File: src/rtl/gated_reload_timer.sv
module gated_reload_timer (
  input  logic       clk,
  input  logic       rst_n,
  input  logic       wr_en,
  input  logic [1:0] addr,
  input  logic [7:0] wdata,
  output logic [7:0] rdata,
  input  logic       gate_n,
  input  logic       ext_clk,
  output logic       wave_out,
  output logic       irq
);
  logic [15:0] latch_q, cnt_q;
  logic [7:0]  hi_buf;
  logic [4:0]  ctrl_q;
  logic        tog_q, flag_q, gate_d;
  logic [2:0]  ext_sync;

  wire commit    = wr_en && addr == 2'd2;
  wire gate_fall = gate_d && !gate_n;
  wire gate_rise = !gate_d && gate_n;
  wire pw_mode   = ctrl_q[3];
  wire dual_mode = !ctrl_q[3] && ctrl_q[2];
  wire tick      = ctrl_q[1] ? (ext_sync[1] && !ext_sync[2]) : 1'b1;
  wire run       = tick && !gate_n && !ctrl_q[0];
  wire load      = ctrl_q[0] || commit || gate_fall;
  wire [15:0] load_val = commit ? {hi_buf, wdata} : latch_q;

  always_ff @(posedge clk or negedge rst_n) begin
    if (!rst_n) begin
      latch_q  <= 16'hFFFF;
      cnt_q    <= 16'hFFFF;
      hi_buf   <= 8'h00;
      ctrl_q   <= 5'd0;
      tog_q    <= 1'b0;
      flag_q   <= 1'b0;
      gate_d   <= 1'b0;
      ext_sync <= 3'd0;
    end else begin
      gate_d   <= gate_n;
      ext_sync <= {ext_sync[1:0], ext_clk};
      if (wr_en) begin
        case (addr)
          2'd0: ctrl_q <= wdata[4:0];
          2'd1: hi_buf <= wdata;
          2'd2: latch_q <= {hi_buf, wdata};
          default: ;
        endcase
      end
      if (load) begin
        cnt_q  <= load_val;
        tog_q  <= 1'b0;
        flag_q <= 1'b0;
      end else if (pw_mode) begin
        if (gate_rise && cnt_q != 16'd0) flag_q <= 1'b1;
        if (run && cnt_q != 16'd0) cnt_q <= cnt_q - 16'd1;
      end else if (run) begin
        if (dual_mode) begin
          if (cnt_q[7:0] != 8'd0)
            cnt_q[7:0] <= cnt_q[7:0] - 8'd1;
          else if (cnt_q[15:8] != 8'd0)
            cnt_q <= {cnt_q[15:8] - 8'd1, latch_q[7:0]};
          else begin
            cnt_q  <= latch_q;
            flag_q <= 1'b1;
          end
        end else if (cnt_q == 16'd0) begin
          cnt_q  <= latch_q;
          tog_q  <= ~tog_q;
          flag_q <= 1'b1;
        end else
          cnt_q <= cnt_q - 16'd1;
      end
    end
  end

  always_comb begin
    case (addr)
      2'd0: rdata = {3'b000, ctrl_q};
      2'd1: rdata = cnt_q[15:8];
      2'd2: rdata = cnt_q[7:0];
      default: rdata = {7'd0, flag_q};
    endcase
  end

  assign wave_out = pw_mode ? 1'b0 : (dual_mode ? (cnt_q[15:8] == 8'd0) : tog_q);
  assign irq      = flag_q && ctrl_q[4];
endmodule


File: config.mk
export PLATFORM = sky130hd
export DESIGN_NAME = gated_reload_timer
export DESIGN_NICKNAME = d
export VERILOG_FILES = /design/src/rtl/gated_reload_timer.sv
export SDC_FILE = /design/constraint.sdc
export NUM_CORES = 1
export LEC_CHECK = 0
export BUFFER_PORTS_ARGS = -buffer_cell sky130_fd_sc_hd__buf_2
export CAP_MARGIN = 10
export CELL_PAD_IN_SITES_DETAIL_PLACEMENT = 0
export CELL_PAD_IN_SITES_GLOBAL_PLACEMENT = 1
export CORE_MARGIN = 5
export CORE_UTILIZATION = 47
export DETAILED_ROUTE_END_ITERATION = 12
export HOLD_SLACK_MARGIN = 0.06
export PLACE_DENSITY_LB_ADDON = 0.15
export SETUP_SLACK_MARGIN = 0.2
export SYNTH_ARGS = -nofsm -noshare
export SYNTH_HDL_FRONTEND = slang
export SYNTH_SLANG_ARGS = --single-unit
File: constraint.sdc
create_clock -name clk -period 2.35 [get_ports clk]
set_input_delay 0.1175 -clock clk [delete_from_list [all_inputs] [get_ports clk]]
set_output_delay 0.1175 -clock clk [all_outputs]
set_load 0.1 [all_outputs]
==> metrics.md, run 1 <==
| Metric | Value |
|---|---|
| DRC Markers | 0 |
| Final worst setup slack | 281 ps |
| FF/Latch Area | 1320 um2 |
| Port Buffer Count | 24 |
| Fraction of the mapped netlist area in adder cells | 1.21% |
| Dpl ws | 164 ps |
| Crit path required time | 2600 ps |
| Ys Warns | 0 |
| Setup CP Type | flop to flop |
| Gate Count Post-Synth | 305 |
| Post-route ant nets | 0 |
| Setup violators final | 0 |
| # diodes | 0 |
| Die X | 91.3 um |
| Minimum clock period | 2070 ps |
| Starting Density | 48.6% |
| FP Rows | 29 |
| Area Overhead vs Synth | 18.5% |
| Filler cell count | 586 |
| Highest clock rate | 483 MHz |
| Clk_lat worst skew | 320 ps |
| Root buf cell | clkbuf_8 |
| Hpwl dp | 6180 um |
| Slew Limit Fails | 0 |
| Slew @ Worst Pin | 662 ps |
| Seq/Total Area, Yosys | 42.4% |
| CTS H-tree lvls | 2 |
| CP top delay family | compound AO/OA/AOI/OAI gates |
| Post-synth EDFFs | 0 |
| Commonest non-fill, non-tap cells in the layout | 32 x dfstp_2, 23 x mux2_2, 23 x buf_2, 22 x buf_4 |
| Final WL | 8510 um |
| Total track usage | 21.1% |
| Syn_area_per_cell | 10.2 um2 |
| Drt pass-1 iters | 4 |
| Ratio of cells with drive above 1 in the final layout | 41.3% |
| Crit Reg-Reg Endpoint | cnt_q[1] |
| Clk buf depth | 2 |
| Period utilization | 88.1% |
| Post-route setup TNS | 0 ps |
| Critical path's slowest cell | a211o_4 |
| Synth Register Bits | 51 |
| Layout Skew | 5.76 ps |
| Synth area leaders | dfstp_2 27%, dfrtp_1 15%, mux2_2 8.3%, a21oi_1 3.4%, nor2_1 2.7% |
| Synth unique cells | 72 |
| Global-route wire length before repair | 14100 um |
| Area share of and/or/nand/nor cells after synthesis | 15.2% |
| Worst VDD drop | 0.464 mV |
| Hold crit path type | primary input to flop |
| Via Count | 2542 |
| Worst R2R Setup Slack | 280 ps |
| CTS Sinks | 51 |
| Global placement routability congestion | 0.932 |
| Critical path cell sequence | inv_1 -> ha_2 -> nor3b_4 -> nand2_4 -> a211o_4 -> a211o_1 -> a31oi_1 |
| Worst Hold Endpoint | hi_buf[0] |
| Leading area contributor after synthesis | dfstp_2 |
| Hold path cells | 2 |
| Remaining Overflow, GRT | 0 |
| Post-Synth XOR/XNOR Area | 1.41% |
| Status | finished, final reports clean |
| Final net count | 368 |
| CP max stage delay | 460 ps |
| Detailed-route wire length per cell | 19.9 um |
| Initial antenna violation count | 0 |
| Worst-path clk slew | 100 ps |
| Synth Area in Compound Gates | 23.4% |
| Hold Path Origin | wdata[0] |
| Die height | 91.3 um |
| Largest net degree at the start of global routing | 52 |
| Total die area | 8330 um2 |
| Critical path buffers and inverters | 1 |
| DR vias/cell | 5.94 |
| Asr flop ratio synth | 100% |
| Top cell type's share of synthesized area | 27.1% |
| Final Hold Fails | 0 |
| Multiplexer area fraction after synthesis | 11.3% |
| Max Cap Viol | 0 |
| Inst Count DP | 404 |
| Post-Syn Area | 3110 um2 |
| FF-to-FF Start | cnt_q[8] |
| PD cells | 984 nW/um2 |
| Dominant synthesized flop cell | dfstp_2 |
| Worst R2R Path Depth | 7 |
| Most common cell after layout, fill and taps aside | dfstp_2 |
| Leak | 1.54 nW |
| Area of the multi-input gates | 1710 um2 |
| CP arrival | 2320 ps |
| I/O pin cnt | 25 |
| CTS tree | built |
| Crit path max fanout | 16 |
| TritonCTS buffer count | 5 |
| Rel. slew slack | 55.8% |
| Worst Setup End Kind | flop |
| CP startpoint kind | flop |
| DRT iter0 DRCs | 153 |
| Core area | 6390 um2 |
| Largest family of logic cells by synthesized area | compound AO/OA/AOI/OAI gates |
| Mapped Nets | 323 |
| Final non-filler cell total | 428 |
| RSZ-0062 raised after global routing | yes |
| Vias in the first global route | 2600 |
routing by layer:
| layer | up-vias | global-route usage (%) | part of all wire [%] |
|---|---|---|---|
| met5 | - | 0 | 0 |
| met1 | 1263 | 30.2 | 47 |
| met2 | 53 | 34.0 | 48 |
| met3 | 11 | 2.89 | 3.5 |
| li1 | 1215 | - | - |
| met4 | 0 | 5.01 | 1.3 |
repair_timing:
action | in CTS | in global routing
hold buffers | 6 | 0
hold endpoints to repair | 24 | 0
setup endpoints to repair | 14 | 18
pin swaps | 1 | 7
gates resized for setup | 6 | 17
buffers inserted | 1 | 9
flip-flops by register name (all words and copies together) (netlist names):
signal / flops
cnt_q: 16
ctrl_q: 5
ext_sync: 3
flag_q: 1
gate_d: 1
hi_buf: 8
latch_q: 16
tog_q: 1
through the flow:
stage	total power, mW	hold WS, ps	utilization (%)	area, um2
floorplan	2.51	-178	-	3120
global placement	2.83	226	52.2	3330
detailed placement	2.85	227	52.2	3330
CTS	3.53	60.4	55.6	3550
global route	3.84	65.0	57.6	3680
finish	3.62	59.3	57.6	3680
worst max-delay path by stage:
stage | startpoint | end | slack (ps) | cells past startpoint
finish | cnt_q[8] | cnt_q[1] | 280 | 7
global route | cnt_q[2] | cnt_q[12] | 150 | 6
CTS | cnt_q[0] | cnt_q[14] | 190 | 8
detailed placement | cnt_q[0] | cnt_q[12] | 160 | 8
global placement | cnt_q[0] | cnt_q[12] | 170 | 8
floorplan | ctrl_q[3] | rdata[3] | 30 | 3
worst register-to-register path, stage by stage (launching register included):
cell and delay, ps:
dfstp_2 400, inv_1 80, ha_2 210, nor3b_4 250, nand2_4 120, a211o_4 460
a211o_1 320, a31oi_1 160
synth_stat cells (3+ instances only):
master     instances
nor4_1             3
or3_1              3
buf_2              6
o21ai_0           16
dfstp_2           32
buf_6              4
inv_1             16
ha_1               3
nor2_1            22
a21o_1             4
nand3_1            3
o22a_1             3
mux2_2            23
a22o_1             3
dfrtp_1           19
a21oi_2            3
a2bb2oi_1          5
a21oi_1           21
a211o_1            3
a31oi_1            6
xnor2_1            3
nand2_1           21
o31ai_1            3
o22ai_1            7
mux2i_1            7
nor3_1             7
nand2b_1           3
layout make-up:
type / instances / area share (%)
Clock buffer: 5 / 1.87
Tap cell: 77 / 2.62
Sequential cell: 51 / 35.8
Clock inverter: 3 / 1.29
Inverter: 16 / 1.63
Multi-Input combinational cell: 223 / 46.6
Timing Repair Buffer: 53 / 10.2
cell families (layout without fill, tap and decap cells):
group / count (synthesis) / in the layout
DFF: 51 / 51
AOI/OAI and AO/OA: 99 / 99
and+or+nand+nor: 85 / 85
muxes: 31 / 31
xor gates and xnor gates: 5 / 5
adders and majority gates: 3 / 3
buffers and inverters: 31 / 77
power breakdown:
group          internal (mW)  leakage, nW  switching [mW]  total (mW)
sequential              1.23        0.565           0.341        1.57
clock                  0.323       0.0587           0.329       0.652
combinational          0.571        0.920           0.825        1.40
(Power assumes the default switching activity.)
==> inputs of run 2 (changes only) <==
--- a/config.mk
+++ b/config.mk
@@ -10,11 +10,11 @@
 export CELL_PAD_IN_SITES_DETAIL_PLACEMENT = 0
 export CELL_PAD_IN_SITES_GLOBAL_PLACEMENT = 1
 export CORE_MARGIN = 5
-export CORE_UTILIZATION = 47
+export CORE_UTILIZATION = 49
+export CTS_BUF_LIST = sky130_fd_sc_hd__clkbuf_4
 export DETAILED_ROUTE_END_ITERATION = 12
 export HOLD_SLACK_MARGIN = 0.06
 export PLACE_DENSITY_LB_ADDON = 0.15
-export SETUP_SLACK_MARGIN = 0.2
 export SYNTH_ARGS = -nofsm -noshare
 export SYNTH_HDL_FRONTEND = slang
 export SYNTH_SLANG_ARGS = --single-unit
==> run 2 against run 1 <==
Effect of this change:
- via count is 1.2% lower
- combinational power is 6% lower
- total power is 9.0% lower
- clock-buffer cell count is 1 higher
- cell area is 4.3% lower
- global-route usage is 0.78 points higher
- core utilization is 1.2 points lower
- first-iteration DRC count is 16% lower
- die area is 3.6% lower
==> metrics.md, run 2 (synthesis gave the netlist of run 1 again) <==
| Metric | Value |
|---|---|
| Crit path required time | 2690 ps (+90 ps) |
| Clk pwr share | 12.6% (-5.4 points) |
| Worst-path clk slew | 160 ps (+60 ps) |
| Final Power | 3.29 mW (-9.0%) |
| # diodes | 0 (unchanged) |
| Die height | 89.6 um (-1.8%) |
| Initial antenna violation count | 0 (unchanged) |
| Detailed-route wire length per cell | 19.2 um (-3.7%) |
| Crit path max fanout | 7 (-9) |
| Slew @ Worst Pin | 640 ps (-22.3 ps) |
| Sw Ratio | 43.0% (+1.8 points) |
| Largest registers | cnt_q (16), latch_q (16), hi_buf (8) |
| Total die area | 8030 um2 (-3.6%) |
| Core area | 6240 um2 (-2.3%) |
| CP arrival | 2530 ps (+210 ps) |
| Worst Setup End Kind | flop |
| Worst R2R Path Depth | 8 (+1) |
| FP Rows | 29 (unchanged) |
| RSZ-0062 raised after global routing | no |
| Minimum clock period | 2190 ps (+118 ps) |
| Net Switching | 1.42 mW (-5.2%) |
| CTS Sinks | 51 (unchanged) |
| Global placement routability congestion | 0.917 (-1.6%) |
| DR vias/cell | 5.94 (about the same) |
| Setup CP Type | flop to flop |
| TritonCTS buffer count | 5 (unchanged) |
| Post-route ant nets | 0 (unchanged) |
| Hold path cells | 4 (+2) |
| DRT iter0 DRCs | 129 (-16%) |
| I/O pin cnt | 25 (unchanged) |
| Critical path cell sequence | inv_1 -> ha_1 -> nor4b_2 -> and2_1 -> a31o_2 -> o21a_4 -> a31oi_1 -> o22a_1 |
| Final Hold Fails | 0 (unchanged) |
| Global-route wire length before repair | 13200 um (-5.8%) |
| Layout Skew | 16.3 ps (+10.5 ps) |
| Hpwl dp | 5860 um (-5.3%) |
| Port Buffer Count | 24 (unchanged) |
| Reg power frac | 47.3% (+3.9 points) |
| Clk_lat worst skew | 380 ps (+60 ps) |
| Starting Density | 49.8% (+1.1 points) |
| Ratio of cells with drive above 1 in the final layout | 35.5% (-5.8 points) |
| Period utilization | 93.1% (+5.0 points) |
| Hold crit path type | primary input to flop |
| Filler cell count | 568 (-3.1%) |
| Combinational group share of total power | 40.1% (+1.5 points) |
| Worst VDD drop | 0.505 mV (+8.8%) |
| Die X | 89.6 um (-1.8%) |
| Area of the multi-input gates | 1650 um2 (-3.6%) |
| Drt pass-1 iters | 4 (unchanged) |
| Highest clock rate | 457 MHz (-5.4%) |
| CTS tree | built |
| Critical path's slowest cell | dfstp_2 |
| Leak | 1.48 nW (-4.3%) |
| Area Overhead vs Synth | 13.3% |
| DRC Markers | 0 (unchanged) |
| Clk buf depth | 2 (unchanged) |
| Max Cap Viol | 0 (unchanged) |
| Rel. slew slack | 57.3% (+1.5 points) |
| Internal power | 1.88 mW (-12%) |
| CP max stage delay | 610 ps (+150 ps) |
| Total track usage | 21.9% (+0.78 points) |
| Setup violators final | 0 (unchanged) |
| Final net count | 363 (-1.4%) |
| Remaining Overflow, GRT | 0 (unchanged) |
| Vias in the first global route | 2467 (-5.1%) |
| PD cells | 936 nW/um2 (-4.9%) |
| Final WL | 8100 um (-4.8%) |
| CTS H-tree lvls | 2 (unchanged) |
| Via Count | 2512 (-1.2%) |
| FF/Latch Area | 1320 um2 (unchanged) |
| Root buf cell | clkbuf_4 |
| Most common cell after layout, fill and taps aside | dfstp_2 |
| Commonest non-fill, non-tap cells in the layout | 32 x dfstp_2, 23 x mux2_2, 23 x buf_2 |
| CP startpoint kind | flop |
| Post-route setup TNS | 0 ps (unchanged) |
| Slew Limit Fails | 0 (unchanged) |
| Status | finished, final reports clean |
| Largest net degree at the start of global routing | 52 (unchanged) |
[run 2: cell count changes in the layout (fill, tap and decap cells not counted), moves of 3 or more]
| cell | delta |
|---|---|
| o21ai_0 | +3 |
| dlygate4sd3_1 | +5 |
| clkbuf_8 | -5 |
| buf_4 | -10 |
| clkbuf_4 | +6 |
[run 2: area by class of cell]
class | count | share of cell area (%)
multi-input combinational | 223 | 46.9
inverter | 16 | 1.71
clock buffer | 6 | 1.28
clock inverter | 2 | 0.355
tap | 77 | 2.74
sequential | 51 | 37.4
timing repair buffer | 48 | 9.60
[run 2: power groups by stage]
stage	Clock, mW	Sequential (mW)	Combinational, mW
6_report	0.414	1.56	1.32
5_1_grt	0.468	1.60	1.45
4_1_cts	0.435	1.55	1.30
3_5_place_dp	0	1.56	1.28
3_3_place_gp	0	1.56	1.28
2_1_floorplan	0	1.38	1.13
[run 2: critical path: cells and delay by family (launching register included)]
kind	cells	cell delay (ps)
compound gates	4	920
fa+ha+maj	1	190
buf+inv	1	70
flops	1	610
simple gates	2	370
[run 2: stage by stage]
stage	setup WS, ps	utilization [%]	hold WS, ps	cells	area [um2]
final	163	56.4	189	423	3520
after detailed placement	118	53.1	230	403	3320
after floorplan	31.4	-	-178	305	3110
after CTS	66.7	55.9	179	422	3490
after global routing	13.5	56.4	198	423	3520
after global placement	107	53.1	226	403	3320
[run 2: layer usage]
metal	global-route usage, %	vias to the layer above	part of all wire [%]
met5	0	-	0
met4	6.22	0	1.9
met3	3.74	11	3.9
met2	33.3	49	48
met1	32.0	1251	47
li1	-	1201	-
[run 2: timing repair]
| action | in CTS | in global routing |
|---|---|---|
| pin swaps | 0 | 1 |
| buffers inserted | 0 | 1 |
| hold buffers | 11 | 0 |
| gates cloned | 0 | 0 |
| endpoints found under the setup margin | 1 | 8 |
| hold endpoints to repair | 40 | 0 |
| gates resized for setup | 1 | 6 |
[run 2: final timing paths]
check | start | slack [ps] | to
min in group asynchronous | rst_n | 370 | hi_buf[4]
max in group asynchronous | rst_n | 1550 | hi_buf[7]
hold / removal | wr_en | 190 | cnt_q[13]
setup reg to reg | cnt_q[0] | 160 | cnt_q[8]
hold reg to reg | ext_sync[0] | 370 | ext_sync[1]
setup / recovery | cnt_q[0] | 160 | cnt_q[8]
